File: src/rtl/intc_arbiter.sv
module intc_arbiter #(
  parameter int N_SRC    = 16,
  parameter int VEC_W    = 8,
  parameter int VEC_BASE = 32,
  localparam int SEL_W   = $clog2(N_SRC) + 1
) (
  input  logic             clk,
  input  logic             rst_n,
  input  logic [7:0]       exc_req,
  input  logic [N_SRC-1:0] src_req,
  input  logic             cfg_we,
  input  logic [SEL_W-1:0] cfg_sel,
  input  logic [2:0]       cfg_lvl,
  input  logic [1:0]       ictl_mode,
  input  logic             glb_en,
  input  logic [2:0]       cpu_mask,
  input  logic             ack,
  output logic             irq,
  output logic [VEC_W-1:0] irq_vec,
  output logic [3:0]       irq_lvl
);
  localparam int N_EXC = 8;
  localparam int N_ALL = N_EXC + N_SRC;
  localparam int IDX_W = $clog2(N_ALL);

  logic [2:0]       lvl_q [N_SRC];
  logic [N_ALL-1:0] pend_q;
  logic             irq_q;
  logic [IDX_W-1:0] idx_q;
  logic [3:0]       lvl_out_q;

  logic [N_ALL-1:0] req_all;
  logic [N_ALL-1:0] elig;
  logic [3:0]       eff [N_ALL];
  logic [N_ALL-1:0] clr;
  logic             found;
  logic [IDX_W-1:0] win_idx;
  logic [3:0]       win_lvl;

  wire prio_mode = (ictl_mode == 2'b10);

  assign req_all = {src_req, exc_req};
  assign clr     = (irq_q && ack) ? (N_ALL'(1) << idx_q) : '0;

  for (genvar g = 0; g < N_ALL; g++) begin : g_elig
    if (g < N_EXC) begin : g_exc
      assign eff[g]  = 4'd8;
      assign elig[g] = pend_q[g];
    end else begin : g_ord
      assign eff[g]  = {1'b0, lvl_q[g-N_EXC]};
      assign elig[g] = pend_q[g] &
                       (prio_mode ? (lvl_q[g-N_EXC] > cpu_mask) : glb_en);
    end
  end

  always_comb begin
    found   = 1'b0;
    win_idx = '0;
    win_lvl = '0;
    for (int i = 0; i < N_ALL; i++) begin
      if (elig[i] && (!found || eff[i] > win_lvl)) begin
        found   = 1'b1;
        win_idx = i[IDX_W-1:0];
        win_lvl = eff[i];
      end
    end
  end

  always_ff @(posedge clk) begin
    if (!rst_n) begin
      pend_q <= '0;
      for (int j = 0; j < N_SRC; j++) lvl_q[j] <= '0;
    end else begin
      pend_q <= (pend_q & ~clr) | req_all;
      for (int j = 0; j < N_SRC; j++)
        if (cfg_we && cfg_sel == SEL_W'(j)) lvl_q[j] <= cfg_lvl;
    end
  end

  always_ff @(posedge clk) begin
    if (!rst_n) begin
      irq_q     <= 1'b0;
      idx_q     <= '0;
      lvl_out_q <= '0;
    end else if (irq_q) begin
      if (ack) irq_q <= 1'b0;
    end else if (found) begin
      irq_q     <= 1'b1;
      idx_q     <= win_idx;
      lvl_out_q <= win_lvl;
    end
  end

  assign irq     = irq_q;
  assign irq_vec = VEC_W'(VEC_BASE) + VEC_W'(idx_q);
  assign irq_lvl = lvl_out_q;

  a_r8_hold_until_ack: assert property (@(posedge clk) disable iff (!rst_n)
    irq_q && !ack |=> irq_q && $stable(idx_q) && $stable(lvl_out_q));

  a_r9_ack_drops_irq: assert property (@(posedge clk) disable iff (!rst_n)
    irq_q && ack |=> !irq_q);

  a_r9_ack_clears_pending: assert property (@(posedge clk) disable iff (!rst_n)
    irq_q && ack && !req_all[idx_q] |=> !pend_q[$past(idx_q)]);

  a_r9_idle_ack_ignored: assert property (@(posedge clk) disable iff (!rst_n)
    !irq_q && ack |=> pend_q == ($past(pend_q) | $past(req_all)));

  a_r4_exception_first: assert property (@(posedge clk) disable iff (!rst_n)
    $rose(irq_q) && lvl_out_q != 4'd8 |-> $past(pend_q[N_EXC-1:0]) == '0);

  a_r6_above_mask: assert property (@(posedge clk) disable iff (!rst_n)
    $rose(irq_q) && lvl_out_q != 4'd8 && $past(prio_mode)
      |-> lvl_out_q > {1'b0, $past(cpu_mask)});

  a_r3_level_range: assert property (@(posedge clk) disable iff (!rst_n)
    irq_q |-> (lvl_out_q == 4'd8) == (idx_q < IDX_W'(N_EXC)));
endmodule

File: config.mk
export PLATFORM = sky130hd
export DESIGN_NAME = intc_arbiter
export DESIGN_NICKNAME = d
export VERILOG_FILES = /design/src/rtl/intc_arbiter.sv
export SDC_FILE = /design/constraint.sdc
export NUM_CORES = 1
export LEC_CHECK = 0
export BUFFER_PORTS_ARGS = -buffer_cell sky130_fd_sc_hd__buf_2
export CORE_ASPECT_RATIO = 1.5
export CORE_UTILIZATION = 51
export CTS_BUF_LIST = sky130_fd_sc_hd__clkbuf_2 sky130_fd_sc_hd__clkbuf_4 sky130_fd_sc_hd__clkbuf_8
export DETAILED_ROUTE_END_ITERATION = 10
export PLACE_DENSITY_LB_ADDON = 0.08
export SETUP_SLACK_MARGIN = 0.02
export SLEW_MARGIN = 20
export SYNTH_ARGS = -nofsm -noshare
export SYNTH_HDL_FRONTEND = slang
export SYNTH_SLANG_ARGS = --single-unit
File: constraint.sdc
create_clock -name clk -period 37.9 [get_ports clk]
set_input_delay 1.895 -clock clk [delete_from_list [all_inputs] [get_ports clk]]
set_output_delay 1.895 -clock clk [all_outputs]
set_load 0.1 [all_outputs]
==> results.toml, run 1 <==
[run_status]
outcome = "finished, final reports clean"

[synthesis]
syn_area_um2 = 6853
syn_area_per_cell_um2 = 8.831
synth-seq-cells = 82
synth_area_leaders = "edfxtp_1, ha_1, dfxtp_1, o21a_1, nand2_1"
synth_edf_count = 48
yosysWarnings = 0
synth_cell_types = 73
yosysTopAreaCellShare_pct = 21.03
synth_flop_cell = "edfxtp_1"
synth_top_area_cell = "edfxtp_1"
ys_seq_area_share_pct = 30.97
synth_async_sr_flop_share_pct = 0
synth_cells = 776

[worst_hold_path]
hp-class = "reg -> reg"
hold_depth = 2

[pwr]
p_per_area_nw_per_um2 = 32.33
p_seq_share_pct = 44.8
switchingPower_w = 0.00007755
internal_power_w = 0.0001631
clkPwrFrac_pct = 30.6
p_comb_share_pct = 24.5
peakVddDrop_mv = 0.02007
switching_share_pct = 32.22
leakage_nw = 3.120

[sta]
skew_ns = 0.01162
drv_slew = 0
hold_violations = 0
slew_headroom_pct = 36.28
setup-violations-final = 0
worst-slew-pin-transition_ns = 0.9538
tns_ns = 0
min_period_ns = 26.41
grt_setup_unrepaired = "no"
max_clock_freq_mhz = 37.87
fin_crit_sh_pct = 69.68

[clock_tree]
postCtsSetupBuffers = 0
root_buffer = "clkbuf_8"
cts_tree = "yes"
worstSkewPairLatency_ns = 0.37
clockBufferDepth = 2
htreeDepth = 3
cts_hold_buffers = 0
clkTransAtPathRegs_ns = 0.09
numCtsBuffers = 9
ctsResizeCount = 0
numClockSinks = 82

[grt]
grt-ovfl-total = 0
grt_pass1_wl_um = 31070
met1_usage_pct = 30.36
grt.met3_usage_pct = 3.480
grt-busiest-layer = "met2"
grt_max_degree = 55
antenna_found_initial = 0
grt_pass1_vias = 6165
grtUsageTotal_pct = 28.72
grtUsageMet2_pct = 55.45

[detailed_routing]
wl_um = 19520
firstDrtPassIters = 5
viasPerCell = 6.341
ant_nets = 0
num_vias = 6214
post_drt_wl_per_cell_um = 19.92
drcViolationCount = 0
drt-initial-drc-count = 331

[placed_design]
globalplace.congestion = 0.9285
hpwl_um = 15330
port_buffers = 51

[flow_run]
cap_violations = 0

[floorplan]
initial_core_util_pct = 52.64
die_y_um = 144.0
coreArea_um2 = 13020
boundaryPins = 55
die_w_um = 96.65
row_count = 51
dieArea_um2 = 13910

[worst_setup_path]
crit_path_frequent_cell = "ha_1"
critPathMaxFanout = 16
crit_path_start_kind = "primary input"
arrival_ns = 26.72
crit_slowest_cell = "o21bai_1"
critPathMaxStageDelay_ns = 0.77
worstPathRequired_ns = 38.21
worstSetupEndpointType = "flip-flop"
reg2reg_depth = 121
crit_type = "in -> reg"

[final_layout]
flow.area_growth_from_synthesis_pct = 8.636
antenna_cells = 0
drive_above_1_share_pct = 12.55
final_util_pct = 57.19
nets = 951
cell usage after synthesis, drive strengths merged (19+ instances only):
master  instances
a21oi          39
clkbuf         19
dfxtp          34
edfxtp         48
ha             93
inv            45
nand2          74
nand3          24
nor2           67
nor2b          31
o21a           48
o21ai          39
sequential cells by signal (all words and copies together) (netlist names):
signal	flops
irq	1
pend_q	24
idx_q	5
lvl_q	48
irq_lvl	4
per-stage QoR:
step	cells	hold WS (ns)	power (W)	setup slack [ns]	area [µm²]
floorplan	777	0.4867	0.0001508	14.65	6857
global placement	964	0.4812	0.0001653	12.29	7217
finish	980	0.4955	0.0002407	11.49	7445
global route	980	0.5298	0.0002527	9.322	7445
CTS	980	0.4955	0.0002413	11.83	7445
detailed placement	964	0.4841	0.0001682	11.52	7217
worst max-delay path: cells and delay by family:
family | cells | cell delay, ns
AO/OA/AOI/OAI | 66 | 12.95
adder cells (fa/ha/maj) | 16 | 4.53
buffers and inverters | 6 | 1.27
multiplexers | 2 | 0.74
AND/OR/NAND/NOR | 33 | 5.32
power by group through the flow:
stage	sequential, W	clock [W]	combinational [W]
3_5_place_dp	0.000110	0	0.0000584
5_1_grt	0.000109	0.0000782	0.0000658
4_1_cts	0.000108	0.0000748	0.0000588
2_1_floorplan	0.000111	0	0.0000393
3_3_place_gp	0.000110	0	0.0000555
6_report	0.000108	0.0000738	0.0000590
metal layers:
metal	wire length [µm]	part of all wire, %	vias to the layer above
met4	965	4.9	0
met2	10450	54	183
met3	711	3.6	72
li1	-	-	2977
met1	7389	38	2982
met5	0	0	-
logic make-up (layout without fill, tap and decap cells):
family	Yosys count	in the layout	share of synthesized area [%]
compound gates	244	244	25.96
fa+ha+maj	93	93	16.98
buf+inv	72	116	4.272
flops	82	82	30.97
mux	13	13	2.100
other cells	2	3	0.1096
simple gates	270	270	19.61
cell usage in the layout, fill, tap and decap left out, types with 4 or more instances in the layout:
master	count
and3_1	8
buf_4	4
a31oi_1	16
a311oi_1	5
inv_1	45
clkbuf_8	10
nand2_1	73
o21ai_0	34
nor3_1	15
a311oi_2	4
nor2b_1	31
nand3_1	24
a32oi_1	12
o211ai_1	8
nor2_1	66
edfxtp_1	48
o31a_1	6
o21bai_1	4
mux2i_1	5
dfxtp_1	34
ha_1	93
a21oi_1	38
o31ai_1	4
a22o_1	5
a22oi_1	4
a21o_1	16
a31o_2	4
o21ai_1	4
nand2b_1	10
nand3b_1	4
mux2_2	6
o21a_1	48
and2_1	14
nand4_1	5
a32o_1	5
buf_2	51
final timing paths:
path                            slack [ns]                      start                      end
worst min register to register        0.50    irq_lvl[2]$_SDFFE_PN0P_  irq_lvl[2]$_SDFFE_PN0P_
worst min-delay path                  0.50    irq_lvl[2]$_SDFFE_PN0P_  irq_lvl[2]$_SDFFE_PN0P_
worst max-delay path                 11.49                cpu_mask[1]    idx_q[3]$_SDFFE_PN0P_
worst max register to register       13.22  lvl_q[0][2]$_SDFFCE_PN0P_    idx_q[3]$_SDFFE_PN0P_
cell type report:
type                       instances  area [µm²]
sequential                        82        2122
fill                            1180        5573
inverter                          45       168.9
tap                              159       198.9
clock inverter                     4       75.07
clock buffer                      12       152.6
multi-input combinational        623        4442
timing repair buffer              55       285.3
Note: power is estimated with default switching activity, not from simulation.
==> run 2: changes to the inputs <==
--- a/config.mk
+++ b/config.mk
@@ -5,6 +5,7 @@
 export SDC_FILE = /design/constraint.sdc
 export NUM_CORES = 1
 export LEC_CHECK = 0
+export ABC_AREA = 1
 export BUFFER_PORTS_ARGS = -buffer_cell sky130_fd_sc_hd__buf_2
 export CORE_ASPECT_RATIO = 1.5
 export CORE_UTILIZATION = 51
==> constraint.sdc (replaced) <==
create_clock -name clk -period 22.3 [get_ports clk]
set_input_delay 1.115 -clock clk [delete_from_list [all_inputs] [get_ports clk]]
set_output_delay 1.115 -clock clk [all_outputs]
set_load 0.1 [all_outputs]
==> run 2 against run 1 <==
Against the previous run:
- register-to-register slack got worse by 11 ns
- flip-flop and latch count unchanged
- routed wire length decreased by 12%
- power increased by 64%
- worst hold slack got worse by 0.028 ns
- synthesized cell count increased by 17%
- via count decreased by 3.7%
- non-clock buffer count increased by 6
- die area decreased by 3.3%
==> results.toml, run 2 <==
[final_layout]
layout_commonest_cell = "nand2_1"
antenna_cells = 0
layout.cells.most_common_list = "nand2_1, inv_1, ha_1, nor2_1, a21oi_1"
flow.area_growth_from_synthesis_pct = 10.03
drive_above_1_share_pct = 15.69
reg.largest.list = "lvl_q (48), pend_q (24), idx_q (5)"
nets = 1099
largest_reg_flops = 48
nFillCells = 1207
top_register = "lvl_q"

[worst_setup_path]
arrival_ns = 20.41
critPathMaxFanout = 16
crit_slowest_cell = "ha_1"
critPathMaxStageDelay_ns = 0.36
worstSetupEndpointType = "flip-flop"
crit_path_frequent_cell = "nand2_1"
crit_path_start_kind = "primary input"
worstPathRequired_ns = 22.58
crit_type = "in -> reg"

[clock_tree]
numClockSinks = 82
clockBufferDepth = 2
htreeDepth = 3
worstSkewPairLatency_ns = 0.37
root_buffer = "clkbuf_8"
cts_tree = "yes"
cts_hold_buffers = 0
numCtsBuffers = 9
clkTransAtPathRegs_ns = 0.09

[sta]
hold_violations = 0
setup-violations-final = 0
skew_ns = 0.01673
tns_ns = 0
max_clock_freq_mhz = 49.68
fin_crit_sh_pct = 90.27
worst-slew-pin-transition_ns = 0.9328
slew_headroom_pct = 37.75
drv_slew = 0
min_period_ns = 20.13
grt_setup_unrepaired = "no"
holdWs_ns = 0.4678

[grt]
grt_pass1_vias = 5657
antenna_found_initial = 0
grt_pass1_wl_um = 27400
grt-ovfl-total = 0
grtUsageTotal_pct = 27.09
grt_max_degree = 30

[detailed_routing]
drt-met1-wl_um = 7132
wl_met2_um = 8921
top_layer = "met4"
viasPerCell = 5.319
drcViolationCount = 0
num_vias = 5984
wl_um = 17240
firstDrtPassIters = 5
ant_nets = 0
post_drt_wl_per_cell_um = 15.33
drt-initial-drc-count = 194
route.met3.wl_um = 470

[synthesis]
synth_top_area_cell = "edfxtp_1"
synth_most_common_cell = "nand2_1"
synth-seq-cells = 82
syn_area_um2 = 6623
ys_seq_area_share_pct = 32.04
yosysTopAreaCellShare_pct = 21.76
syn_area_per_cell_um2 = 7.310
synth_cell_types = 41
netlist_top_cells_count = "nand2_1, inv_1, ha_1, nor2_1, a21oi_1"
yosysWarnings = 0
synth_edf_count = 48
synth_cells = 906
synth_area_leaders = "edfxtp_1, ha_1, nand2_1, dfxtp_1, inv_1"
synth_async_sr_flop_share_pct = 0
synth_flop_cell = "edfxtp_1"

[floorplan]
coreArea_um2 = 12570
die_w_um = 95.04
boundaryPins = 55
dieArea_um2 = 13450
initial_core_util_pct = 52.67
die_y_um = 141.6
row_count = 50

[pwr]
leakage_nw = 3.760
peakVddDrop_mv = 0.04040
totalPowerFinal_w = 0.0003935
p_per_area_nw_per_um2 = 54.01

[placed_design]
port_buffers = 51
hpwl_um = 13470
globalplace.congestion = 0.8783

[worst_hold_path]
hp-class = "reg -> reg"

[run_status]
outcome = "finished, final reports clean"

[flow_run]
cap_violations = 0
-- run 2: cell families (layout without fill, tap and decap cells) --
kind of cell               Yosys count  after routing  synth area share (%)
other                                2              3                0.1134
buffers and inverters              153            215                 8.917
AOI/OAI and AO/OA                  146            146                 12.26
and+or+nand+nor                    430            430                 29.09
DFF                                 82             82                 32.04
adders and majority gates           93             93                 17.57
-- run 2: metal layers --
layer,vias up,track usage (%)
li1,3100,-
met2,110,48.28
met5,-,0
met3,43,3.108
met4,0,14.11
met1,2731,31.11
-- run 2: final cells by class --
| cell class | count | area (µm²) | area share [%] |
|---|---|---|---|
| Multi-Input combinational cell | 672 | 3936 | 54.02 |
| Tap cell | 156 | 195.2 | 2.679 |
| Timing Repair Buffer | 61 | 337.8 | 4.636 |
| Sequential cell | 82 | 2122 | 29.12 |
| Clock buffer | 10 | 131.4 | 1.803 |
| Clock inverter | 6 | 46.29 | 0.6353 |
| Inverter | 138 | 518.0 | 7.109 |
-- run 2: where the power goes --
part	leakage, nW	switching, W	total, W	internal (W)
Combinational	2.92	0.0000724	0.000109	0.0000365
Clock	0.0973	0.0000612	0.000105	0.0000433
Sequential	0.744	0.00000907	0.000180	0.000171
-- run 2: stage by stage --
step                      setup WS [ns]  std cells  util [%]  cell area (µm²)
after floorplan                   4.015        907         -             6626
after global placement            1.624       1102     55.88             7027
after detailed placement          1.192       1102     55.88             7027
after CTS                         1.502       1118     57.29             7204
after global routing          0.0008740       1125     57.95             7287
final                             2.170       1125     57.95             7287
-- run 2: worst paths after layout --
path	from	end	slack [ns]	depth (start not counted)
worst min register to register	irq_lvl[3]$_SDFFE_PN0P_	irq_lvl[3]$_SDFFE_PN0P_	0.47	2
worst max register to register	pend_q[2]$_SDFF_PN0_	idx_q[3]$_SDFFE_PN0P_	2.49	143
worst min-delay path	irq_lvl[3]$_SDFFE_PN0P_	irq_lvl[3]$_SDFFE_PN0P_	0.47	2
worst max-delay path	cpu_mask[2]	idx_q[3]$_SDFFE_PN0P_	2.17	146
-- run 2: worst max-delay path: cells and delay by family --
family,cells,cell delay [ns]
adders and majority gates,16,4.41
buffers and inverters,17,1.17
AOI/OAI and AO/OA,30,4.46
and+or+nand+nor,83,9.18
-- run 2: repair_timing --
item	in CTS	in global routing
endpoints found under the hold margin	0	0
gates resized for setup	0	8
setup endpoints to repair	0	8
setup buffers	0	7
